===== src/rtl/fr_pkg.sv =====
package fr_pkg;
  typedef enum logic [1:0] {
    ST_SOFT  = 2'd0,
    ST_RUN   = 2'd1,
    ST_HOLD  = 2'd2,
    ST_PROBE = 2'd3
  } seq_st_t;

  typedef enum logic [2:0] {
    FC_NONE     = 3'd0,
    FC_OVERLOAD = 3'd1,
    FC_MAXDUTY  = 3'd2,
    FC_THERMAL  = 3'd3,
    FC_CLAMP    = 3'd4,
    FC_DISABLE  = 3'd5
  } fault_t;

  localparam int ILIM_W = 3;
endpackage


===== src/rtl/fr_updown_cnt.sv =====
// Per-cycle overload accumulator: up on a hit tick, down toward zero otherwise.
module fr_updown_cnt #(
  parameter int LIMIT = 6
) (
  input  logic clk,
  input  logic rst,
  input  logic arm,
  input  logic tick,
  input  logic hit,
  output logic trip
);
  localparam int CW = $clog2(LIMIT + 1);
  logic [CW-1:0] cnt;

  always_ff @(posedge clk) begin
    if (rst || !arm) cnt <= '0;
    else if (tick) begin
      if (hit) begin
        if (cnt < CW'(LIMIT)) cnt <= cnt + 1'b1;
      end else if (cnt != '0) begin
        cnt <= cnt - 1'b1;
      end
    end
  end

  assign trip = (cnt == CW'(LIMIT));

  // an armed overcurrent tick raises the count by one
  p_ovl_up_r3: assert property (@(posedge clk) disable iff (rst)
    (arm && tick && hit && cnt < CW'(LIMIT)) |=> (cnt == $past(cnt) + 1'b1));
  // an armed clean tick lowers a nonzero count by one
  p_ovl_down_r4: assert property (@(posedge clk) disable iff (rst)
    (arm && tick && !hit && cnt != '0) |=> (cnt == $past(cnt) - 1'b1));
endmodule


===== src/rtl/fr_streak_cnt.sv =====
// Consecutive-hit counter: any clean tick restarts the run.
module fr_streak_cnt #(
  parameter int LIMIT = 10
) (
  input  logic clk,
  input  logic rst,
  input  logic arm,
  input  logic tick,
  input  logic hit,
  output logic trip
);
  localparam int CW = $clog2(LIMIT + 1);
  logic [CW-1:0] cnt;

  always_ff @(posedge clk) begin
    if (rst || !arm) cnt <= '0;
    else if (tick) begin
      if (!hit) cnt <= '0;
      else if (cnt < CW'(LIMIT)) cnt <= cnt + 1'b1;
    end
  end

  assign trip = (cnt == CW'(LIMIT));

  // a clean tick clears the streak
  p_streak_reset_r5: assert property (@(posedge clk) disable iff (rst)
    (tick && !hit) |=> (cnt == '0));
  // the streak never passes its limit
  p_streak_bound_r5: assert property (@(posedge clk) disable iff (rst)
    (cnt <= CW'(LIMIT)));
endmodule


===== src/rtl/fr_debounce.sv =====
// Level debounce counted in clocks; any gap restarts the window.
module fr_debounce #(
  parameter int LIMIT = 12
) (
  input  logic clk,
  input  logic rst,
  input  logic arm,
  input  logic lvl,
  output logic trip
);
  localparam int CW = $clog2(LIMIT + 1);
  logic [CW-1:0] cnt;

  always_ff @(posedge clk) begin
    if (rst || !arm || !lvl) cnt <= '0;
    else if (cnt < CW'(LIMIT)) cnt <= cnt + 1'b1;
  end

  assign trip = (cnt == CW'(LIMIT));

  // a low level empties the window
  p_deb_clear_r8: assert property (@(posedge clk) disable iff (rst)
    (!lvl) |=> (cnt == '0));
endmodule


===== src/rtl/fault_restart_seq.sv =====
module fault_restart_seq #(
  parameter int OVL_LIMIT    = 6,
  parameter int MAXD_LIMIT   = 10,
  parameter int CLAMP_CLKS   = 12,
  parameter int DIS_CLKS     = 16,
  parameter int RESTART_CLKS = 40,
  parameter int SS_STEP_CLKS = 4
) (
  input  logic       clk,
  input  logic       rst,
  input  logic       cyc_tick,
  input  logic       cyc_ocp,
  input  logic       cyc_maxd,
  input  logic       temp_hot,
  input  logic       clamp_oc,
  input  logic       dis_hi,
  output logic       pwm_en,
  output logic [2:0] ilim_code,
  output logic [2:0] fault_code
);
  import fr_pkg::*;

  localparam int TW = $clog2(RESTART_CLKS + SS_STEP_CLKS + 1);
  localparam logic [ILIM_W-1:0] ILIM_TOP = {ILIM_W{1'b1}};

  seq_st_t           st;
  logic [TW-1:0]     tmr;
  logic [ILIM_W-1:0] ilim_q;
  logic              pwm_q;
  fault_t            fault_q;

  logic armed, run_arm;
  logic ovl_trip, maxd_trip, clamp_trip, dis_trip;
  fault_t cause;

  assign armed   = (st == ST_SOFT) || (st == ST_RUN);
  assign run_arm = (st == ST_RUN);

  fr_updown_cnt #(.LIMIT(OVL_LIMIT)) u_ovl (
    .clk(clk), .rst(rst), .arm(armed), .tick(cyc_tick), .hit(cyc_ocp), .trip(ovl_trip));

  fr_streak_cnt #(.LIMIT(MAXD_LIMIT)) u_maxd (
    .clk(clk), .rst(rst), .arm(armed), .tick(cyc_tick), .hit(cyc_maxd), .trip(maxd_trip));

  // Clamp check is masked outside normal run (soft-start included)
  fr_debounce #(.LIMIT(CLAMP_CLKS)) u_clamp (
    .clk(clk), .rst(rst), .arm(run_arm), .lvl(clamp_oc), .trip(clamp_trip));

  fr_debounce #(.LIMIT(DIS_CLKS)) u_dis (
    .clk(clk), .rst(rst), .arm(armed), .lvl(dis_hi), .trip(dis_trip));

  // Trip cause, highest precedence first
  always_comb begin
    cause = FC_NONE;
    if (armed) begin
      if (temp_hot)        cause = FC_THERMAL;
      else if (clamp_trip) cause = FC_CLAMP;
      else if (dis_trip)   cause = FC_DISABLE;
      else if (ovl_trip)   cause = FC_OVERLOAD;
      else if (maxd_trip)  cause = FC_MAXDUTY;
    end
  end

  always_ff @(posedge clk) begin
    if (rst) begin
      st      <= ST_SOFT;
      tmr     <= '0;
      ilim_q  <= '0;
      pwm_q   <= 1'b1;
      fault_q <= FC_NONE;
    end else begin
      case (st)
        ST_SOFT, ST_RUN: begin
          if (cause != FC_NONE) begin
            st      <= ST_HOLD;
            tmr     <= '0;
            ilim_q  <= '0;
            pwm_q   <= 1'b0;
            fault_q <= cause;
          end else if (st == ST_SOFT) begin
            if (tmr == TW'(SS_STEP_CLKS - 1)) begin
              tmr <= '0;
              if (ilim_q == ILIM_TOP) begin
                st      <= ST_RUN;
                fault_q <= FC_NONE;
              end else begin
                ilim_q <= ilim_q + 1'b1;
              end
            end else begin
              tmr <= tmr + 1'b1;
            end
          end
        end
        ST_HOLD: begin
          if (tmr == TW'(RESTART_CLKS - 1)) begin
            tmr    <= '0;
            pwm_q  <= 1'b1;
            ilim_q <= '0;
            st     <= (fault_q == FC_THERMAL) ? ST_PROBE : ST_SOFT;
          end else begin
            tmr <= tmr + 1'b1;
          end
        end
        default: begin // ST_PROBE: one cycle to look at the temperature again
          if (cyc_tick) begin
            tmr <= '0;
            if (temp_hot) begin
              st    <= ST_HOLD;
              pwm_q <= 1'b0;
            end else begin
              st <= ST_SOFT;
            end
          end
        end
      endcase
    end
  end

  assign pwm_en     = pwm_q;
  assign ilim_code  = ilim_q;
  assign fault_code = fault_q;

  // during soft-start the code only holds or climbs by one, unless a trip zeroes the enable
  p_soft_ramp_r2: assert property (@(posedge clk) disable iff (rst)
    (st == ST_SOFT) |=> (!pwm_q || ilim_q == $past(ilim_q) || ilim_q == $past(ilim_q) + 1'b1));
  // switching is off for the whole restart interval
  p_hold_off_r6: assert property (@(posedge clk) disable iff (rst)
    (st == ST_HOLD) |-> !pwm_q);
  // the clamp window never fills during soft-start
  p_clamp_mask_r7: assert property (@(posedge clk) disable iff (rst)
    (st == ST_SOFT) |-> !clamp_trip);
  // a hot flag while switching removes the enable on the next clock
  p_hot_trip_r9: assert property (@(posedge clk) disable iff (rst)
    (armed && temp_hot) |=> !pwm_q);
  // normal run always has a clear status and full-scale limit
  p_run_clean_r11: assert property (@(posedge clk) disable iff (rst)
    (st == ST_RUN) |-> (fault_q == FC_NONE && ilim_q == ILIM_TOP));
endmodule


===== config.mk =====
export PLATFORM = sky130hd
export DESIGN_NAME = fault_restart_seq
export DESIGN_NICKNAME = d
export VERILOG_FILES = /design/src/rtl/fr_pkg.sv /design/src/rtl/fr_updown_cnt.sv /design/src/rtl/fr_streak_cnt.sv /design/src/rtl/fr_debounce.sv /design/src/rtl/fault_restart_seq.sv
export SDC_FILE = /design/constraint.sdc
export NUM_CORES = 1
export LEC_CHECK = 0
export CAP_MARGIN = 20
export CORE_AREA = 2 2 69 71
export CTS_BUF_LIST = sky130_fd_sc_hd__clkbuf_16
export CTS_CLUSTER_SIZE = 40
export DETAILED_ROUTE_END_ITERATION = 10
export DIE_AREA = 0 0 71 73
export RECOVER_POWER = 50
export SLEW_MARGIN = 20
export SYNTH_ARGS = -nofsm -noshare
export SYNTH_HDL_FRONTEND = slang
export SYNTH_SLANG_ARGS = --single-unit

===== constraint.sdc =====
create_clock -name clk -period 5.5 [get_ports clk]
set_input_delay 1.65 -clock clk [delete_from_list [all_inputs] [get_ports clk]]
set_output_delay 1.65 -clock clk [all_outputs]
set_load 0.05 [all_outputs]

* Word-level counts from Yosys, hierarchy flattened *
Index checks and enable logic that the tools add are counted.

word-level totals
  register bits = 31
  latch bits = 0
  memory bits (writable) = 0
  ROM bits = 0
  output and inout bits = 7
  logic and storage cells = 106
  memories kept = 0

cells by class
  $add $sub $neg = 7
  multipliers = 0
  div/mod/pow operators = 0
  $lt $le $gt $ge = 4
  eq/ne operators = 18
  shift operators = 0
  multiplexer cells = 41
  bitwise operators = 0
  reduce and logical (&&, ||, !) cells = 27

operators by type and width
  kind                 count
  $mux 3               16
  $mux 6               5
  $mux 2               10
  $ne 3x3->1 const B   4
  $pmux 6 s2           1
  $reduce_bool 3->1    4
  $reduce_and 5->1     2
  $reduce_bool 2->1    5
  $add 4x1->4 const B  2
  $eq 4x4->1 const B   2
  $lt 4x4->1 const B   2
  $mux 4               2
  $reduce_and 4->1     2
  $add 3x1->3 const B  2
  $add 6x1->6 const B  1
  $eq 3x3->1 const B   2
  $eq 6x2->1 const B   1
  $eq 6x6->1 const B   1
  $pmux 3 s2           1
  $add 5x1->5 const B  1
  $eq 5x5->1 const B   1
  $logic_or 1x1->1     5
  $lt 5x5->1 const B   1
  $logic_not 1->1      4
  14 further kinds     20

* Longest topological paths before layout *
  depth in word-level cells = 10
  gate-level depth with buffers = 8
  gate-level depth less buffers = 7

* Hierarchy *
A second synthesis with hierarchy kept.

second synthesis, totals
  cells, all modules = 213
  area total of the unflattened synthesis = 1868.0 µm²

by module, submodules not included
  module                  instances  cells an instance  area each (µm²)
  fault_restart_seq       1          116                973.4
  fr_streak_cnt           1          25                 242.7
  fr_debounce at u_dis    1          23                 226.5
  fr_updown_cnt           1          28                 226.5
  fr_debounce at u_clamp  1          21                 198.9

* Worst setup path after synthesis *
No wires, ideal clock.

  path kind = input port to flip-flop
  from = in temp_hot
  to = reg tmr[4]
  library setup time = 74 ps
  arrival = 2593 ps
  required time = 5426 ps
  slack = 2833 ps
  stages = 5
  buffers on the path = 0
  path through = nor2_1 > o311ai_0 > o22ai_1 > a41oi_1 > a31oi_1

on the way
  word-level cells in the longest chain between the ends = 5
  elaborated cells on any way between the ends = 7
  those cells by class = eq/ne: 1; mux: 4; reduce/logical: 2

ends and longest elaborated chain
  item                                                   line                      source
  from (decl)                                            fault_restart_seq.sv:14   input logic temp_hot,
  $mux 3 *                                               fault_restart_seq.sv:56   if (temp_hot) cause = FC_THERMAL;
  $mux 3 *                                               fault_restart_seq.sv:55   if (armed) begin
  $reduce_bool 3->1 *                                    fault_restart_seq.sv:74   if (cause != FC_NONE) begin
  $mux 6 / $ne 3x3->1 (equally long branches)            --
  $pmux 6 s2 / $reduce_and 2->1 (equally long branches)  --
  to (signal assigned)                                   fault_restart_seq.sv:90   tmr <= tmr + 1'b1;
  to (signal assigned)                                   fault_restart_seq.sv:101  tmr <= tmr + 1'b1;
  to (decl)                                              fault_restart_seq.sv:27   logic [TW-1:0] tmr;

Mark *: on every way between the ends. The rest lies on a longest branch, timed or not.
A chain may end at the register's enable or synchronous reset.

* Final worst setup path *
Same ends and word-level chain as after synthesis.

==> impl_metrics.yaml <==
status:
  status: "complete, no violations"
final_layout:
  design_area_mm2: 0.00207
  drive_gt1_frac: 0.0548
  utilization: 0.457
  syn2layout_area_growth_pct: 21.0
  antennaDiodeCount: 0
  multiInputGateArea_mm2: 0.00102
  num-fill-cells: 438
  nNetsFinal: 236
  instances_no_fill: 273
  regArea_um2: 621
clock_tree:
  cts_tree: "done"
  cts_resized: 0
  clock_latency_ns: 0.27
  root_buffer: "clkbuf_16"
  cts_buffers: 5
  htree_levels: 2
  clock_sinks: 31
  cts_setup_buffers: 0
  clk_pin_slew_ns: 0.05
  clockBufferDepth: 2
  ctsHoldBuffers: 0
global_routing:
  overflow: 0
  antenna_found_initial: 0
  grt_first_pass_wirelength_mm: 6.04
  grtUsageTotal: 0.151
  grt_pass1_vias: 1337
  grt_max_degree: 14
timing:
  tightestPinTransition_ns: 0.491
  finalClockSkew_ns: 0.00339
  fin_crit_ns: 3.30
  slew_viol_final: 0
  hold_violations: 0
  fin_crit_sh: 0.599
  max_freq_mhz: 303
  fin_tns_setup_ns: 0
  maxSlewHeadroom: 0.671
  rsz0062_at_grt: "false"
  setup_viol: 0
  finalWorstSetupSlack_ns: 2.20
placed_design:
  postPlaceCellArea_mm2: 0.00188
  io_buffers: 14
  pre_cts_ws_ns: 2.03
  dp_hpwl_mm: 2.59
  dp.cells: 265
  place.gp.congestion: 0.815
synthesis:
  ys_ff_latch: 31
  yosys_warnings: 0
  syn_nets: 223
  yosysSeqAreaShare: 0.362
  avgSynthCellArea_um2: 8.36
  yosys-top-cells-area: "dfxtp_1, ha_1, nor2_1"
  yosysTopAreaCell: "dfxtp_1"
  ys_async_sr_fraction: 0
  synth_top_flop_cell: "dfxtp_1"
  synth-edff-count: 0
  yosysUniqueCellTypes: 48
  synthesis.area_mm2: 0.00171
  postSynthCellCount: 205
  yosysTopAreaCellShare: 0.362
worst_setup_path:
  setup.worst_path.start_class: "input pin"
  cp-end-kind: "flop"
  cp_slowest_cell: "dlygate4sd3_1"
  worstSetupPathType: "in2reg"
  max_stage_delay_ns: 0.65
  crit_required_ns: 5.70
  worst-path-buf-inv: 1
  path_cells: "dlygate4sd3_1, nor2_1, o311ai_0, o22ai_1, a41oi_1, a31oi_1"
  cp.arrival_ns: 3.50
  cp_top_family: "compound AO/OA/AOI/OAI gates"
  crit_fanout: 8
power:
  max-vdd-ir-drop_mv: 0.157
  pwr-share-clk: 0.531
  power-per-cell-area_mw_per_mm2: 320
  p_leak_nw: 0.789
  internal_power_mw: 0.518
  p_seq_frac: 0.367
  p_sw_frac: 0.219
  switching_power_mw: 0.145
  p_comb_frac: 0.102
routing:
  drt_wl_total_mm: 3.62
  drtPass1Iterations: 4
  drtAntennaViolNets: 0
  drt_iter0_markers: 63
  route.detailed.drc: 0
  routedWlPerCell_um: 13.2
  viasPerCell: 5.51
  vias: 1504
floorplan:
  dieHeight_um: 73
  die_area_mm2: 0.00518
  fp-row-count: 25
  core_mm2: 0.00454
  die_w_um: 71
  pin_count: 15
  start_util: 0.378
run:
  drv_cap: 0
hold_path:
  min_path_type: "reg2reg"
## cell usage after synthesis, drive strengths merged (2+ instances only)
| cell | count |
|---|---|
| a21oi | 9 |
| a221o | 3 |
| a22oi | 2 |
| a311oi | 2 |
| a31oi | 4 |
| a41oi | 3 |
| and3b | 3 |
| clkbuf | 7 |
| dfxtp | 31 |
| ha | 9 |
| inv | 10 |
| mux2i | 2 |
| nand2 | 20 |
| nand3 | 12 |
| nand3b | 2 |
| nand4 | 2 |
| nor2 | 24 |
| nor2b | 2 |
| nor3 | 6 |
| nor3b | 5 |
| o21ai | 11 |
| o22ai | 3 |
| o31ai | 3 |
| or3 | 2 |
| or4 | 2 |
| xnor2 | 3 |
| xor2 | 5 |
## path summary, 6_finish.rpt
kind	from	end	slack, ns	cells after the start
hold reg to reg	ilim_code[1]	ilim_code[1]	0.48	2
setup reg to reg	u_dis.cnt[0]	fault_code[0]	3.21	7
hold / removal	ilim_code[1]	ilim_code[1]	0.48	2
setup / recovery	temp_hot	tmr[4]	2.20	6
## state kept, by name, indices dropped and copies added, names as in the netlist
register and cells:
tmr 6, u_dis.cnt 5, u_maxd.cnt 4, u_clamp.cnt 4, st 2, ilim_code 3, pwm_en 1, u_ovl.cnt 3
fault_code 3
## cell usage in the layout, fill, tap and decap left out, drive strengths merged, types with 2 or more instances in the layout
master / instances
inv: 11
a41oi: 3
a31oi: 4
clkbuf: 5
and3b: 3
nand4: 2
o21ai: 11
ha: 9
xor2: 5
xnor2: 3
a22oi: 2
nor2: 24
bufinv: 2
a221o: 3
o22ai: 3
a21oi: 9
or3: 2
dlygate4sd3: 3
mux2i: 2
or4: 2
clkdlybuf4s50: 11
o31ai: 3
dfxtp: 31
a311oi: 2
nand3: 12
nor3: 6
nand3b: 2
nand2: 20
nor2b: 2
nor3b: 5
## worst min-delay path, stage by stage, from the launching register on
cell and delay [ns]:
dfxtp_1 0.32, nand2_1 0.05, o21ai_0 0.06
## power groups by stage
stage          clock network (mW)  registers (mW)  logic, mW
2_1_floorplan                   0           0.254     0.0404
3_3_place_gp                    0           0.248     0.0672
3_5_place_dp                    0           0.248     0.0676
4_1_cts                     0.359           0.244     0.0680
5_1_grt                     0.371           0.245     0.0744
6_report                    0.352           0.244     0.0674
## through the flow
step | total power, mW | hold slack (ns)
after CTS | 0.670 | 0.493
after floorplan | 0.294 | 0.455
final | 0.663 | 0.484
after global placement | 0.316 | 0.472
after global routing | 0.690 | 0.513
after detailed placement | 0.316 | 0.485
## final cells by class
class	count	area share
Clock buffer	5	0.0604
Clock inverter	3	0.0308
Inverter	10	0.0181
Multi-Input combinational cell	156	0.491
Sequential cell	31	0.300
Tap cell	54	0.0326
Timing Repair Buffer	14	0.0676
## logic make-up (layout without fill, tap and decap cells)
group	after synthesis	after routing	share of synthesized area
AOI/OAI and AO/OA	47	47	0.182
and+or+nand+nor	88	88	0.275
adders and majority gates	10	10	0.0774
DFF	31	31	0.362
buffers and inverters	18	32	0.0438
muxes	3	3	0.0183
xor gates and xnor gates	8	8	0.0409
## metal layers
| layer | track usage | part of all wire |
|---|---|---|
| met3 | 0.0470 | 0.040 |
| met2 | 0.234 | 0.47 |
| met5 | 0 | 0 |
| met1 | 0.191 | 0.48 |
| met4 | 0.0776 | 0.018 |
(Power assumes the default switching activity.)
